## config.mk

```make
export PLATFORM = sky130hd
export DESIGN_NAME = hub_port_power
export DESIGN_NICKNAME = d
export VERILOG_FILES = /design/src/rtl/hub_port_power.sv
export SDC_FILE = /design/constraint.sdc
export NUM_CORES = 1
export LEC_CHECK = 0
export BUFFER_PORTS_ARGS = -buffer_cell sky130_fd_sc_hd__buf_2
export CORE_MARGIN = 2
export CORE_UTILIZATION = 50
export CTS_CLUSTER_DIAMETER = 200
export DETAILED_ROUTE_END_ITERATION = 8
export PLACE_DENSITY = 0.85
export SYNTH_ARGS = -nofsm -noshare
export SYNTH_HDL_FRONTEND = slang
export SYNTH_SLANG_ARGS = --single-unit
```

## constraint.sdc

```tcl
create_clock -name clk -period 2.6 [get_ports clk]
set_input_delay 0.13 -clock clk [delete_from_list [all_inputs] [get_ports clk]]
set_output_delay 0.13 -clock clk [all_outputs]
set_load 0.005 [all_outputs]
```

## src/rtl/hub_port_power.sv

```systemverilog
module hub_port_power #(
  parameter int NPORT = 4,
  parameter int QUAL  = 8
) (
  input  logic             clk,
  input  logic             rst,
  input  logic             self_pwr_mode,
  input  logic             local_pwr_ok,
  input  logic             pwr_gang,
  input  logic             oc_gang,
  input  logic [NPORT-1:0] oc_in,
  input  logic [NPORT-1:0] pwr_set,
  input  logic [NPORT-1:0] pwr_clr,
  input  logic [NPORT-1:0] en_set,
  input  logic [NPORT-1:0] en_clr,
  input  logic [NPORT-1:0] oc_chg_clr,
  output logic [NPORT-1:0] pwr_en,
  output logic [NPORT-1:0] conn_stat,
  output logic [NPORT-1:0] oc_stat,
  output logic [NPORT-1:0] oc_chg,
  output logic             lps_fault
);
  localparam int CW = $clog2(QUAL + 1);

  logic [NPORT-1:0] sync1, sync2, oc_act, oc_seen;
  logic [NPORT-1:0] pwr_q, en_q, stat_q, chg_q;
  logic             fault_q;

  for (genvar i = 0; i < NPORT; i++) begin : g_qual
    logic [CW-1:0] cnt;
    always_ff @(posedge clk) begin
      if (rst)                    cnt <= '0;
      else if (!sync2[i])         cnt <= '0;
      else if (cnt != CW'(QUAL))  cnt <= cnt + 1'b1;
    end
    assign oc_act[i] = (cnt == CW'(QUAL));
  end

  logic             any_oc, any_rise;
  logic [NPORT-1:0] rise, grp_oc, set_v, clr_v, pwr_nx, en_nx, rep_stat, rep_rise;

  assign any_oc   = |oc_act;
  assign rise     = oc_act & ~oc_seen;
  assign any_rise = |rise;
  assign grp_oc   = pwr_gang ? {NPORT{any_oc}}    : oc_act;
  assign set_v    = pwr_gang ? {NPORT{|pwr_set}}  : pwr_set;
  assign clr_v    = pwr_gang ? {NPORT{|pwr_clr}}  : pwr_clr;
  assign pwr_nx   = ~grp_oc & ~clr_v & (pwr_q | set_v);
  assign en_nx    = pwr_nx & pwr_q & ~en_clr & (en_q | en_set);
  assign rep_stat = oc_gang ? {NPORT{any_oc}}   : oc_act;
  assign rep_rise = oc_gang ? {NPORT{any_rise}} : rise;

  always_ff @(posedge clk) begin
    if (rst) begin
      sync1   <= '0;
      sync2   <= '0;
      oc_seen <= '0;
      pwr_q   <= '0;
      en_q    <= '0;
      stat_q  <= '0;
      chg_q   <= '0;
      fault_q <= 1'b0;
    end else begin
      sync1   <= oc_in;
      sync2   <= sync1;
      oc_seen <= oc_act;
      pwr_q   <= pwr_nx;
      en_q    <= en_nx;
      stat_q  <= rep_stat;
      chg_q   <= rep_rise | (chg_q & ~oc_chg_clr);
      fault_q <= self_pwr_mode & ~local_pwr_ok;
    end
  end

  assign pwr_en    = pwr_q;
  assign conn_stat = en_q;
  assign oc_stat   = stat_q;
  assign oc_chg    = chg_q;
  assign lps_fault = fault_q;
endmodule


```

==> impl_metrics.yaml <==
run_status:
  run_status: "complete, no violations"
cells_and_area:
  fillers: 328
  fin_cells: 290
  diodes: 0
  num-nets-final: 279
  final_cell_area_mm2: 0.00219
  syn_to_final_growth_pct: 18.6
  layout-drive-gt1-share_pct: 24.0
die:
  placement_rows: 22
  die_w_um: 64.8
  floorplan.initialDensity_pct: 51.2
  core_area_mm2: 0.00361
  die_area_mm2: 0.00420
  design.portCount: 47
  die_span_in_y_um: 64.8
sta:
  finalCritPeriodShare_pct: 61.0
  timing.clock.skew_ps: 4.99
  achievable-frequency_mhz: 630
  maxSlewViolCount: 0
  slew_at_the_pin_closest_to_its_max_slew_limit_ps: 446
  post-route-min-period_ps: 1590
  final-setup-viol-count: 0
  maxSlewHeadroom_pct: 70.2
  final-hold-violation-count: 0
  timing.final.ws_setup_ps: 1010
  rsz0062_at_grt: "no"
  fin_tns_setup_ps: 0
clock_network:
  insertion_delay_ps: 290
  cts_tree: "yes"
  post-cts-setup-buffer-count: 0
  clock-root-buffer: "sky130_fd_sc_hd__clkbuf_8"
  clock_pin_slew_reported_for_the_worst_setup_and_hold_paths_after_clock_tree_synthesis_ps: 80
  cts_num_sinks: 45
  htree_levels: 2
  cts_buffer_count: 5
  max-clock-path-buffers: 2
  ctsResizeCount: 0
  post_cts_hold_buffers: 1
grt:
  global_route_wire_length_before_repair_um: 6200
  grt_overflow_total: 0
  grt_pass1_vias: 1488
  grt_max_degree: 28
  global_route.usage.total_pct: 20.0
  antenna_found_initial: 0
logic_synthesis:
  syn-cell-area_mm2: 0.00185
  synthesis.nets: 234
  yosys_warnings: 0
  ys_seq_area_share_pct: 48.7
  synthMuxAreaShare_pct: 0
  synth_top_area_share_pct: 48.7
  netlist_top_cells_area: "sky130_fd_sc_hd__dfxtp_1 49%, sky130_fd_sc_hd__ha_1 5.4%, sky130_fd_sc_hd__nor2_1 5.1%"
  synth-seq-cells: 45
  synth_simple_gate_area_share_pct: 20.8
  syn_inst: 196
  ys_types: 29
  synth_xor_xnor_area_share_pct: 5.69
  synth_compound_gate_area_share_pct: 14.2
  synthAdderAreaFrac_pct: 5.42
  dominant_combinational_cell_family_by_area_after_synthesis: "simple AND/OR/NAND/NOR gates"
  syn-mean-instance-area_um2: 9.43
  post-synth-top-area-cell: "sky130_fd_sc_hd__dfxtp_1"
worst_setup_path:
  crit_arrival_ps: 1790
  endpoint_kind: "register"
  critPathRequiredTime_ps: 2810
  critical_path_class: "reg -> reg"
  critical_path_peak_fanout: 8
  critical_path.startpoint_type: "register"
min_path:
  holdCritPathClass: "in -> reg"
route:
  drt_first_iter_violations: 50
  drt_first_pass_iters: 4
  via_per_inst: 5.16
  vias: 1495
  detail_route.wirelength_um: 3720
  routedWlPerCell_um: 12.8
  postRouteAntennaNets: 0
  drcViolationCount: 0
run:
  timing.max_cap.violations: 0
power_and_ir_drop:
  totalPowerFinal_mw: 1.19
  peakVddDrop_mv: 0.351
  cellLeakagePower_nw: 0.950
  p_per_area_mw_per_mm2: 542
placed_design:
  placed_cells_incl_taps: 281
  dpl_cell_area_mm2: 0.00210
  dp.final_hpwl_um: 2780
  placement.setup.worst_slack_ps: 1090
  io_buffers: 46
  place_congestion: 0.766
==> per-layer routing <==
metal | up-vias | part of all wire (%) | track usage [%]
li1 | 742 | - | -
met1 | 686 | 40 | 20.9
met2 | 55 | 50 | 34.8
met3 | 12 | 6.8 | 7.12
met4 | 0 | 3.3 | 10.6
met5 | - | 0 | 0
==> worst max-delay path, cell delays in order (launching register included) <==
cell	delay, ps
sky130_fd_sc_hd__dfxtp_1	350
sky130_fd_sc_hd__inv_1	80
sky130_fd_sc_hd__ha_1	230
sky130_fd_sc_hd__nand3b_2	120
sky130_fd_sc_hd__nand2_1	110
sky130_fd_sc_hd__o32a_4	370
sky130_fd_sc_hd__nor3_1	230
==> final timing paths <==
| check | slack [ps] | endpoint | cells past startpoint | start |
|---|---|---|---|---|
| worst max-delay path | 1010 | pwr_en[2] | 6 | g_qual[3].cnt[0] |
| worst min-delay path | 40 | sync1[0] | 2 | oc_in[0] |
| worst max register to register | 1010 | pwr_en[2] | 6 | g_qual[3].cnt[0] |
| worst min register to register | 440 | sync2[3] | 1 | sync1[3] |
==> registers in the layout, summed over array words and instances, names as in the netlist <==
| name | cells |
|---|---|
| conn_stat | 4 |
| g_qual.cnt | 16 |
| lps_fault | 1 |
| oc_chg | 4 |
| oc_seen | 4 |
| oc_stat | 4 |
| pwr_en | 4 |
| sync1 | 4 |
| sync2 | 4 |
==> synth_stat cells <==
library cell / count
sky130_fd_sc_hd__nand3b_4: 2
sky130_fd_sc_hd__clkbuf_1: 5
sky130_fd_sc_hd__nand2_4: 1
sky130_fd_sc_hd__inv_1: 16
sky130_fd_sc_hd__a221oi_1: 4
sky130_fd_sc_hd__nor3_1: 8
sky130_fd_sc_hd__nand3b_2: 2
sky130_fd_sc_hd__and3b_1: 3
sky130_fd_sc_hd__o32a_4: 1
sky130_fd_sc_hd__o21bai_1: 3
sky130_fd_sc_hd__nand2b_1: 4
sky130_fd_sc_hd__o31a_1: 4
sky130_fd_sc_hd__buf_1: 2
sky130_fd_sc_hd__xnor2_1: 8
sky130_fd_sc_hd__o2111ai_1: 3
sky130_fd_sc_hd__nor2_1: 25
sky130_fd_sc_hd__dfxtp_1: 45
sky130_fd_sc_hd__nand3_1: 4
sky130_fd_sc_hd__and3b_2: 1
sky130_fd_sc_hd__nor2b_1: 8
sky130_fd_sc_hd__o211ai_1: 1
sky130_fd_sc_hd__buf_2: 2
sky130_fd_sc_hd__ha_1: 8
sky130_fd_sc_hd__xor2_1: 4
sky130_fd_sc_hd__a21oi_1: 12
sky130_fd_sc_hd__nor3b_1: 1
sky130_fd_sc_hd__o31ai_1: 3
sky130_fd_sc_hd__o21ai_0: 6
sky130_fd_sc_hd__nand2_1: 10
==> cell type report <==
class                   count  area (um2)  share of cell area (%)
repair buffers             47         240                    11.0
flip-flops and latches     45         901                    41.1
multi-input cells         126         851                    38.8
inverters                  16        60.1                    2.74
well taps                  48        60.1                    2.74
clock buffers               8        80.1                    3.65
==> cells in the final DEF (no fill, tap or decap), drive strengths merged, types with 6 or more instances in the layout <==
cell type  netlist  routed
buf              4      46
dfxtp           45      45
nor2            25      25
inv             16      16
a21oi           12      12
nand2           11      11
xnor2            8       8
nor3             8       8
nor2b            8       8
ha               8       8
clkbuf           5       8
o21ai            6       6
==> kinds of logic (layout without fill, tap and decap cells) <==
| group | Yosys count | count (layout) |
|---|---|---|
| adders and majority gates | 8 | 8 |
| xor gates and xnor gates | 12 | 12 |
| buffers and inverters | 25 | 71 |
| and+or+nand+nor | 69 | 69 |
| AOI/OAI and AO/OA | 37 | 37 |
| DFF | 45 | 45 |
==> through the flow <==
step	hold slack [ps]	util (%)
CTS	40.5	60.8
floorplan	206	-
global placement	291	58.3
finish	44.3	60.8
detailed placement	304	58.3
global route	53.1	60.8
==> report_power, final <==
group / internal (mW) / leakage, nW / total [mW] / switching, mW
Clock: 0.191 / 0.0395 / 0.403 / 0.212
Combinational: 0.0391 / 0.545 / 0.0786 / 0.0395
Sequential: 0.701 / 0.365 / 0.707 / 0.00596
Power figures use the tool's default switching activity.
